<file path="src/rtl/pgen_pkg.sv">
package pgen_pkg;
  localparam int PERIOD_W   = 16;
  localparam int USER_SETS  = 4;
  localparam int INS_SETS   = 8;
  localparam int MIN_PERIOD = 2;

  typedef enum logic {
    ST_IDLE = 1'b0,
    ST_RUN  = 1'b1
  } run_state_e;
endpackage

</file>
<file path="src/rtl/cycle_timer.sv">
module cycle_timer
  import pgen_pkg::*;
#(
  parameter int PW     = 16,
  parameter int IW     = 4,
  parameter int MIN_PER = 2
) (
  input  logic          clk,
  input  logic          rst,
  input  logic          run,
  input  logic [IW-1:0] pick_idx,
  input  logic [PW-1:0] pick_raw,
  output logic          cyc_start,
  output logic [IW-1:0] cur_idx
);
  run_state_e    st_q;
  logic [PW-1:0] cnt_q;
  logic [PW-1:0] per_q;
  logic [PW-1:0] per_legal;
  logic          cyc_q;
  logic [IW-1:0] idx_q;
  logic          boundary;

  // Values below the legal floor are raised to it.
  assign per_legal = (pick_raw < PW'(MIN_PER)) ? PW'(MIN_PER) : pick_raw;
  assign boundary  = (st_q == ST_IDLE) || (cnt_q == per_q);

  always_ff @(posedge clk) begin
    if (rst) begin
      st_q  <= ST_IDLE;
      cnt_q <= '0;
      per_q <= PW'(MIN_PER);
      cyc_q <= 1'b0;
      idx_q <= '0;
    end else if (!run) begin
      st_q  <= ST_IDLE;
      cnt_q <= '0;
      cyc_q <= 1'b0;
    end else if (boundary) begin
      st_q  <= ST_RUN;
      cnt_q <= PW'(1);
      per_q <= per_legal;
      idx_q <= pick_idx;
      cyc_q <= 1'b1;
    end else begin
      cnt_q <= cnt_q + 1'b1;
      cyc_q <= 1'b0;
    end
  end

  assign cyc_start = cyc_q;
  assign cur_idx   = idx_q;

  // Gap tracker used only by the spacing assertion.
  logic [PW:0]   gap_q;
  logic [PW-1:0] gap_per_q;
  logic          seen_q;

  always_ff @(posedge clk) begin
    if (rst || !run) begin
      seen_q    <= 1'b0;
      gap_q     <= '0;
      gap_per_q <= '0;
    end else if (cyc_q) begin
      seen_q    <= 1'b1;
      gap_q     <= (PW+1)'(1);
      gap_per_q <= per_q;
    end else begin
      gap_q <= gap_q + 1'b1;
    end
  end

  AST_PULSE_SINGLE: assert property (@(posedge clk) disable iff (rst)
    cyc_q |=> !cyc_q);
  AST_IDLE_SILENT: assert property (@(posedge clk) disable iff (rst)
    !run |=> !cyc_q);
  AST_PERIOD_FLOOR: assert property (@(posedge clk) disable iff (rst)
    (st_q == ST_RUN) |-> (per_q >= PW'(MIN_PER)));
  AST_CNT_RANGE: assert property (@(posedge clk) disable iff (rst)
    (st_q == ST_RUN) |-> (cnt_q >= PW'(1) && cnt_q <= per_q));
  AST_PULSE_GAP: assert property (@(posedge clk) disable iff (rst)
    (seen_q && run && cyc_q) |-> (gap_q == {1'b0, gap_per_q}));
endmodule

</file>
<file path="config.mk">
export PLATFORM = sky130hd
export DESIGN_NAME = cycle_timer
export DESIGN_NICKNAME = d
export VERILOG_FILES = /design/src/rtl/pgen_pkg.sv /design/src/rtl/cycle_timer.sv
export SDC_FILE = /design/constraint.sdc
export NUM_CORES = 1
export LEC_CHECK = 0
export BUFFER_PORTS_ARGS = -buffer_cell sky130_fd_sc_hd__buf_2
export CAP_MARGIN = 20
export CORE_ASPECT_RATIO = 1.75
export CORE_UTILIZATION = 58
export DETAILED_ROUTE_END_ITERATION = 12
export PLACE_DENSITY = 0.9
export SLEW_MARGIN = 10
export SYNTH_ARGS = -nofsm -noshare
export SYNTH_HDL_FRONTEND = slang
export SYNTH_SLANG_ARGS = --single-unit
</file>
<file path="constraint.sdc">
create_clock -name clk -period 4.59 [get_ports clk]
set_clock_uncertainty 0.1 [all_clocks]
set_input_delay 0.918 -clock clk [delete_from_list [all_inputs] [get_ports clk]]
set_output_delay 0.918 -clock clk [all_outputs]
set_load 0.05 [all_outputs]
</file>
==> results of run 1 <==
-- power by group through the flow --
stage	registers, mW	clock network (mW)	logic (mW)
floorplan	0.365	0	0.0353
global placement	0.358	0	0.0576
detailed placement	0.358	0	0.0591
CTS	0.351	0.231	0.0594
global route	0.352	0.242	0.0638
finish	0.351	0.226	0.0591
-- logic make-up (layout without fill, tap and decap cells) --
family	Yosys count	count (layout)	share of synthesized area, %
DFF	38	38	48.76
AOI/OAI and AO/OA	23	23	14.11
buffers and inverters	9	39	4.330
xor gates and xnor gates	30	30	16.84
and+or+nand+nor	44	44	15.16
adders and majority gates	1	1	0.8018
-- worst max-delay path: cells and delay by family, from the launching register on --
kind	cells	cell delay (ns)
DFF	1	0.43
AOI/OAI and AO/OA	1	0.47
xor gates and xnor gates	1	0.17
and+or+nand+nor	3	0.81
-- synth_stat cells --
cell type   n  area, µm²
inv_1       4      15.01
and3_1      5      31.28
nand4_1     7      43.79
nor3_1      1      5.000
xnor2_1    22      192.7
a32o_1      1      10.01
dfxtp_1    38      760.7
nand3_1     2      10.01
buf_6       4      45.04
nor2_1     15      56.30
a22o_1     18      157.7
o41ai_4     1      27.53
o21a_1      1      7.510
buf_4       1      7.510
nand2_1     4      15.01
xor2_1      8      70.07
nand2b_1    1      6.260
nor2b_1     1      6.260
a32oi_1     1      8.760
nor4_1      3      18.77
a21oi_2     1      8.760
ha_1        1      12.51
and2_4      1      8.760
and4_1      4      35.03
-- metal layers --
| layer | up-vias | wire length, µm | track usage [%] |
|---|---|---|---|
| met3 | 12 | 122 | 6.270 |
| met5 | - | 0 | 0 |
| li1 | 571 | - | - |
| met4 | 0 | 109 | 16.49 |
| met2 | 41 | 1717 | 42.88 |
| met1 | 547 | 1208 | 29.08 |
-- layout make-up --
cell class	instances	area, µm²	share of cell area (%)
flip-flops and latches	38	760.7	43.09
multi-input cells	98	732.0	41.46
inverters	4	15.01	0.8505
well taps	26	32.53	1.843
clock inverters	3	21.27	1.205
clock buffers	5	68.82	3.898
repair buffers	27	135.1	7.654
-- sequential cells by signal, summed over array words and instances (netlist names) --
register	count
st_q	1
per_q	16
cnt_q	16
cyc_start	1
cur_idx	4
-- worst min path at each step --
stage,endpoint,start
2_1_floorplan,per_q[1],per_q[1]
3_3_place_gp,cur_idx[3],cur_idx[3]
3_5_place_dp,cur_idx[0],cur_idx[0]
4_1_cts,cur_idx[0],cur_idx[0]
5_1_grt,cur_idx[1],cur_idx[1]
6_report,per_q[1],per_q[1]
-- per-stage QoR --
| stage | instance area (µm²) | power, mW | setup WS [ns] |
|---|---|---|---|
| finish | 1765 | 0.6364 | 2.468 |
| global route | 1765 | 0.6583 | 2.337 |
| CTS | 1765 | 0.6413 | 2.468 |
| detailed placement | 1675 | 0.4176 | 2.469 |
| global placement | 1675 | 0.4156 | 2.518 |
| floorplan | 1560 | 0.4007 | 2.818 |
==> flow_metrics.py, run 1 <==
metrics = {
    "power": {
        "p_sw_share_pct": 25.46,
        "power_switching_uw": 162.0,
        "clockPowerShare_pct": 35.6,
        "p_leak_nw": 0.6927,
        "irDropWorstVdd_mv": 0.2908,
        "p_int_uw": 474.4,
        "pwr-share-comb_pct": 9.3,
        "seqPwrFrac_pct": 55.2,
        "power-per-cell-area_mw_per_mm2": 360.5,
    },
    "timing": {
        "period_minus_slack_ns": 2.122,
        "tns_ns": 0,
        "worst_pin_slew_ns": 0.8330,
        "holdWs_ns": 0.3842,
        "period_share_pct": 46.23,
        "final_hold_viol_count": 0,
        "setup_viol": 0,
        "rsz0062_at_grt": "false",
        "max_slew_margin_pct": 44.46,
        "drv_slew": 0,
        "fmax_ghz": 0.4712,
    },
    "floorplan": {
        "chipHeight_um": 70.61,
        "dieArea_mm2": 0.002909,
        "io_pins": 28,
        "start_util_pct": 61.86,
        "num_rows": 24,
        "core_region_area_mm2": 0.002522,
        "die_w_um": 41.21,
    },
    "layout": {
        "mostFrequentLayoutCells": "dfxtp_1 (38), buf_2 (27), xnor2_1 (22), a22o_1 (18), nor2_1 (15)",
        "areaGrowthSynthToFinish_pct": 13.15,
        "n_antenna_cell": 0,
        "num-fill-cells": 190,
        "final_nets": 198,
        "fin_cells": 201,
        "final_core_util_pct": 69.99,
        "final_common_cell": "dfxtp_1",
        "drive_above_1_share_pct": 21.71,
    },
    "min_path": {
        "whs_path_depth": 2,
        "hold_path.class": "reg -> reg",
    },
    "placement": {
        "placed_cells": 193,
        "io_buffers": 27,
        "dpl.hpwl_mm": 2.404,
        "gp_congestion": 0.7850,
    },
    "drt": {
        "vias": 1171,
        "drt_iter0_markers": 20,
        "wl_mm": 3.158,
        "drtPass1Iterations": 4,
        "avgViaCountPerCell": 5.826,
        "postRouteAntennaNets": 0,
        "wire_per_inst_um": 15.71,
        "drc": 0,
    },
    "grt": {
        "grt_first_pass_wirelength_mm": 5.195,
        "grt_pass1_vias": 1198,
        "antenna_found_initial": 0,
        "grt_max_degree": 22,
        "grt_use_total_pct": 26.65,
        "gr-total-overflow": 0,
    },
    "clocking": {
        "cts_tree": "yes",
        "clk_latency_ns": 0.30,
        "clk_pin_slew_ns": 0.08,
        "postCtsSetupBuffers": 0,
        "cts_root_buf": "clkbuf_8",
        "numCtsBuffers": 5,
        "cts_resized": 0,
        "cts_sinks": 38,
        "hold_buffers": 0,
        "cts.htree.levels": 2,
        "cts_buffer_depth": 2,
    },
    "synth": {
        "syn_inst": 145,
        "syn_nets": 169,
        "yosysWarnings": 0,
        "synth-seq-cells": 38,
        "ys_types": 24,
        "syn_area_per_cell_um2": 10.76,
        "netlist_area_mm2": 0.001560,
        "yosysSeqAreaShare_pct": 48.76,
    },
    "setup_path": {
        "reg2reg_depth": 5,
        "start_kind": "register",
        "critPathSlowestCell": "nand2b_1",
        "critPathCaptureType": "register",
        "cp.arrival_ns": 2.19,
        "slowest_delay_ns": 0.51,
        "r2r_end": "cnt_q[8]",
        "crit_end": "cnt_q[8]",
        "ff2ff_setup_slack_ns": 2.47,
        "worstPathCellList": "xnor2_1 > nand4_1 > o41ai_4 > nand2b_1 > nor2_1",
        "crit_path_start": "cnt_q[10]",
        "path_max_fanout": 15,
        "crit_type": "reg -> reg",
        "r2r-start": "cnt_q[10]",
        "cp.required_ns": 4.65,
    },
    "run_status": {
        "status": "completed",
    },
    "job": {
        "drv_cap": 0,
    },
}
(Power assumes the default switching activity.)
==> inputs of run 2 (changes only) <==
--- a/config.mk
+++ b/config.mk
@@ -8,9 +8,9 @@
 export BUFFER_PORTS_ARGS = -buffer_cell sky130_fd_sc_hd__buf_2
 export CAP_MARGIN = 20
 export CORE_ASPECT_RATIO = 1.75
-export CORE_UTILIZATION = 58
+export CORE_UTILIZATION = 54
 export DETAILED_ROUTE_END_ITERATION = 12
-export PLACE_DENSITY = 0.9
+export PLACE_DENSITY = 0.86
 export SLEW_MARGIN = 10
 export SYNTH_ARGS = -nofsm -noshare
 export SYNTH_HDL_FRONTEND = slang
==> constraint.sdc (replaced) <==
create_clock -name clk -period 2 [get_ports clk]
set_clock_uncertainty 0.1 [all_clocks]
set_input_delay 0.4 -clock clk [delete_from_list [all_inputs] [get_ports clk]]
set_output_delay 0.4 -clock clk [all_outputs]
set_load 0.05 [all_outputs]
==> flow_metrics.py, run 2 (synthesized netlist as in run 1, its figures left out) <==
metrics = {
    "drt": {
        "drc": 0,
        "postRouteAntennaNets": 0,
        "vias": 1221,
        "wire_per_inst_um": 15.93,
        "avgViaCountPerCell": 5.814,
        "drt_iter0_markers": 43,
        "wl_mm": 3.346,
        "drtPass1Iterations": 4,
    },
    "placement": {
        "placed_cells": 201,
        "placed_area_mm2": 0.001742,
        "dp_slack_ns": 0.002206,
        "dpl.hpwl_mm": 2.480,
        "gp_congestion": 0.7820,
        "io_buffers": 27,
    },
    "setup_path": {
        "ff2ff_setup_slack_ns": 0.10,
        "slowest_delay_ns": 0.43,
        "crit_type": "reg -> reg",
        "path_max_fanout": 20,
        "crit_path_start": "cnt_q[2]",
        "r2r-start": "cnt_q[2]",
        "reg2reg_depth": 6,
        "critPathSlowestCell": "dfxtp_1",
        "cp.required_ns": 2.09,
        "r2r_end": "per_q[13]",
        "path_buf_inv": 1,
        "cp.arrival_ns": 1.99,
        "start_kind": "register",
        "cpLargestDelayFamily": "compound AO/OA/AOI/OAI gates",
        "critPathCaptureType": "register",
        "worstPathCellList": "xnor2_1 > nand4_1 > o41ai_4 > buf_4 > a21oi_4 > a22o_1",
    },
    "timing": {
        "max_slew_margin_pct": 65.02,
        "drv_slew": 0,
        "period_share_pct": 94.96,
        "tns_ns": 0,
        "period_minus_slack_ns": 1.899,
        "timing.final.ws_setup_ns": 0.1008,
        "setup_viol": 0,
        "rsz0062_at_grt": "false",
        "holdWs_ns": 0.2081,
        "fmax_ghz": 0.5265,
        "final_hold_viol_count": 0,
        "worst_pin_slew_ns": 0.5236,
    },
    "floorplan": {
        "start_util_pct": 57.33,
        "dieArea_mm2": 0.003117,
        "num_rows": 25,
        "die_w_um": 42.64,
        "core_region_area_mm2": 0.002721,
        "chipHeight_um": 73.11,
        "io_pins": 28,
    },
    "clocking": {
        "cts_tree": "yes",
        "cts_sinks": 38,
        "cts_buffer_depth": 2,
        "clk_pin_slew_ns": 0.08,
        "cts.htree.levels": 2,
        "clk_latency_ns": 0.30,
        "cts_root_buf": "clkbuf_8",
        "numCtsBuffers": 5,
    },
    "power": {
        "p_leak_nw": 0.7381,
        "power-per-cell-area_mw_per_mm2": 794.7,
        "irDropWorstVdd_mv": 0.6996,
        "total_power_mw": 1.470,
    },
    "layout": {
        "mostFrequentLayoutCells": "dfxtp_1 (37), buf_2 (27), xnor2_1 (22), a22o_1 (18), nor2_1 (15)",
        "n_antenna_cell": 0,
        "fin_cells": 210,
        "final_nets": 207,
        "final_core_util_pct": 67.95,
        "drive_above_1_share_pct": 25.68,
        "areaGrowthSynthToFinish_pct": 18.52,
        "fin_area_mm2": 0.001849,
        "final_common_cell": "dfxtp_1",
    },
    "grt": {
        "grt_first_pass_wirelength_mm": 5.457,
        "gr-total-overflow": 0,
        "grt_use_total_pct": 23.76,
        "antenna_found_initial": 0,
        "grt_max_degree": 22,
        "grt_pass1_vias": 1268,
    },
    "min_path": {
        "min_to": "cur_idx[3]",
        "hold_path.class": "in -> reg",
        "whs_path_depth": 2,
        "hp-start": "pick_idx[3]",
    },
    "job": {
        "drv_cap": 0,
    },
    "run_status": {
        "status": "completed",
    },
}
-- run 2: cell count changes in the layout (fill, tap and decap cells not counted) --
cell,previous run,this run
and2_2,0,1
a21oi_4,0,1
clkinv_2,1,0
dfxtp_2,0,1
dfxtp_1,38,37
buf_4,0,7
clkinvlp_4,1,2
a21oi_2,1,0
buf_12,0,1
clkinv_4,1,0
-- run 2: metal layers --
| metal | wire, µm | track usage [%] | part of all wire [%] | vias up |
|---|---|---|---|---|
| met4 | 164 | 15.63 | 4.9 | 0 |
| met3 | 149 | 7.673 | 4.5 | 15 |
| met2 | 1825 | 43.10 | 55 | 43 |
| li1 | - | - | - | 593 |
| met5 | 0 | 0 | 0 | - |
| met1 | 1206 | 21.66 | 36 | 570 |
-- run 2: report_power, final --
| group | internal [mW] | switching [mW] | total [mW] |
|---|---|---|---|
| Sequential | 0.785 | 0.0207 | 0.805 |
| Clock | 0.238 | 0.279 | 0.517 |
| Combinational | 0.0659 | 0.0816 | 0.147 |
| Total | 1.09 | 0.381 | 1.47 |
-- run 2: cell type report --
type	count	area [µm²]
clock inverters	2	15.01
fillers	202	872.1
clock buffers	5	68.82
inverters	4	15.01
repair buffers	35	207.7
flip-flops and latches	38	762.0
well taps	27	33.78
multi-input cells	99	747.0
-- run 2: worst max-delay path by stage --
stage / end / slack (ns) / depth (start not counted)
6_report: per_q[13] / 0.10 / 6
5_1_grt: per_q[13] / 0.01 / 6
4_1_cts: per_q[1] / 0.04 / 5
3_5_place_dp: per_q[13] / 0.002 / 5
3_3_place_gp: per_q[9] / 0.09 / 5
2_1_floorplan: cur_idx[3] / 0.25 / 6
-- run 2: repair_timing --
action	4_1_cts	5_1_grt
endpoints found under the setup margin	4	20
hold buffers	0	0
pin swaps	0	2
cloned	0	1
buffers inserted	0	1
gates resized for setup	1	1
==> inputs of run 3 (changes only) <==
--- a/config.mk
+++ b/config.mk
@@ -7,10 +7,12 @@
 export LEC_CHECK = 0
 export BUFFER_PORTS_ARGS = -buffer_cell sky130_fd_sc_hd__buf_2
 export CAP_MARGIN = 20
+export CELL_PAD_IN_SITES_DETAIL_PLACEMENT = 0
+export CELL_PAD_IN_SITES_GLOBAL_PLACEMENT = 1
 export CORE_ASPECT_RATIO = 1.75
-export CORE_UTILIZATION = 54
+export CORE_UTILIZATION = 42
 export DETAILED_ROUTE_END_ITERATION = 12
-export PLACE_DENSITY = 0.86
+export PLACE_DENSITY = 0.85
 export SLEW_MARGIN = 10
 export SYNTH_ARGS = -nofsm -noshare
 export SYNTH_HDL_FRONTEND = slang
==> flow_metrics.py, run 3 (synthesized netlist as in run 1, its figures left out) <==
metrics = {
    "setup_path": {
        "r2r_end": "per_q[15]",
        "path_max_fanout": 20,
        "cp.required_ns": 2.09,
        "crit_path_start": "cnt_q[2]",
        "start_kind": "register",
        "cp.arrival_ns": 1.99,
        "r2r-start": "cnt_q[2]",
        "critPathCaptureType": "register",
        "crit_type": "reg -> reg",
        "ff2ff_setup_slack_ns": 0.1,
        "reg2reg_depth": 6,
    },
    "drt": {
        "postRouteAntennaNets": 0,
        "drtPass1Iterations": 4,
        "avgViaCountPerCell": 5.213,
        "drc": 0,
        "drt_iter0_markers": 19,
        "wire_per_inst_um": 14.67,
        "vias": 1199,
        "wl_mm": 3.373,
    },
    "grt": {
        "grt_max_degree": 22,
        "gr-total-overflow": 0,
        "grt_use_total_pct": 20.94,
        "antenna_found_initial": 0,
        "grt_first_pass_wirelength_mm": 5.678,
        "grt_pass1_vias": 1213,
    },
    "layout": {
        "final_nets": 207,
        "drive_above_1_share_pct": 25.54,
        "areaGrowthSynthToFinish_pct": 23.74,
        "final_common_cell": "dfxtp_1",
        "fin_cells": 230,
        "final_core_util_pct": 53.74,
        "n_antenna_cell": 0,
        "mostFrequentLayoutCells": "dfxtp_1 (38), buf_2 (27), xnor2_1 (22), a22o_1 (18), nor2_1 (15)",
    },
    "placement": {
        "io_buffers": 27,
        "dpl.hpwl_mm": 2.565,
        "gp_congestion": 0.7791,
        "placed_cells": 220,
    },
    "job": {
        "drv_cap": 0,
    },
    "timing": {
        "final_hold_viol_count": 0,
        "setup_viol": 0,
        "tns_ns": 0,
        "rsz0062_at_grt": "false",
        "period_minus_slack_ns": 1.905,
        "holdWs_ns": 0.2207,
        "fmax_ghz": 0.5250,
        "max_slew_margin_pct": 66.40,
        "period_share_pct": 95.23,
        "worst_pin_slew_ns": 0.5029,
        "drv_slew": 0,
    },
    "min_path": {
        "whs_path_depth": 2,
        "hp-start": "pick_idx[2]",
        "min_to": "cur_idx[2]",
        "hold_path.class": "in -> reg",
    },
    "floorplan": {
        "num_rows": 29,
        "dieArea_mm2": 0.003972,
        "io_pins": 28,
        "start_util_pct": 43.43,
        "die_w_um": 48.08,
        "chipHeight_um": 82.63,
        "core_region_area_mm2": 0.003592,
    },
    "clocking": {
        "cts.htree.levels": 2,
        "hold_buffers": 0,
        "numCtsBuffers": 5,
        "clk_latency_ns": 0.29,
        "cts_root_buf": "clkbuf_8",
        "clk_pin_slew_ns": 0.08,
        "cts_tree": "yes",
        "cts_sinks": 38,
        "cts_buffer_depth": 2,
    },
    "power": {
        "irDropWorstVdd_mv": 0.6994,
        "power-per-cell-area_mw_per_mm2": 912.1,
        "total_power_mw": 1.761,
        "p_leak_nw": 0.7727,
    },
    "run_status": {
        "status": "completed",
    },
}
[run 3: changes by cell type in the layout (fill, tap and decap cells not counted), sizes merged]
cell / previous run / this run
bufinv: 0 / 2
clkbuf: 5 / 6
clkinvlp: 2 / 0
[run 3: final cells by class]
cell class              count  area, µm²
fillers                   315       1662
flip-flops and latches     38      760.7
multi-input cells          99      747.0
repair buffers             35      207.7
clock buffers               6      82.58
clock inverters             2      60.06
well taps                  46      57.56
inverters                   4      15.01
[run 3: worst max-delay path, stage by stage (launching register included)]
cell and delay, ns:
dfxtp_1 0.42, xnor2_1 0.15, nand4_1 0.16, o41ai_4 0.36
buf_4 0.19, a21oi_4 0.14, a22o_1 0.27
[run 3: how the worst max path moves through the flow]
stage	endpoint	slack, ns	cells past startpoint
floorplan	cur_idx[3]	0.25	6
global placement	per_q[8]	0.03	5
detailed placement	cur_idx[0]	-0.02	5
CTS	per_q[1]	-0.007	5
global route	cur_idx[3]	0.0009	6
finish	per_q[15]	0.1	6
[run 3: timing repair]
action | CTS | global route
gates resized for setup | 1 | 0
gates cloned | 0 | 1
setup buffers | 0 | 1
pin swaps | 1 | 2
endpoints found under the setup margin | 19 | 20
hold endpoints to repair | 0 | 0
[run 3: where the power goes]
group | switching (mW) | leakage [nW] | total, mW | internal, mW
Combinational | 0.0809 | 0.391 | 0.147 | 0.0661
Sequential | 0.0200 | 0.310 | 0.805 | 0.785
Clock | 0.277 | 0.0714 | 0.809 | 0.532
[run 3: layer usage]
metal / vias up / share of wire [%] / routed length (µm) / GRT usage [%]
met5: - / 0 / 0 / 0
met4: 0 / 1.9 / 63 / 8.333
met3: 7 / 3.1 / 104 / 5.870
met2: 28 / 57 / 1925 / 36.08
met1: 576 / 38 / 1280 / 23.01
li1: 588 / - / - / -
[run 3: stage by stage]
step                      instance area [µm²]  worst slack [ns]
after floorplan                          1560            0.2505
after global placement                   1765           0.03227
after detailed placement                 1765          -0.02237
after CTS                                1916         -0.007122
after global routing                     1931         0.0008624
final                                    1931           0.09531
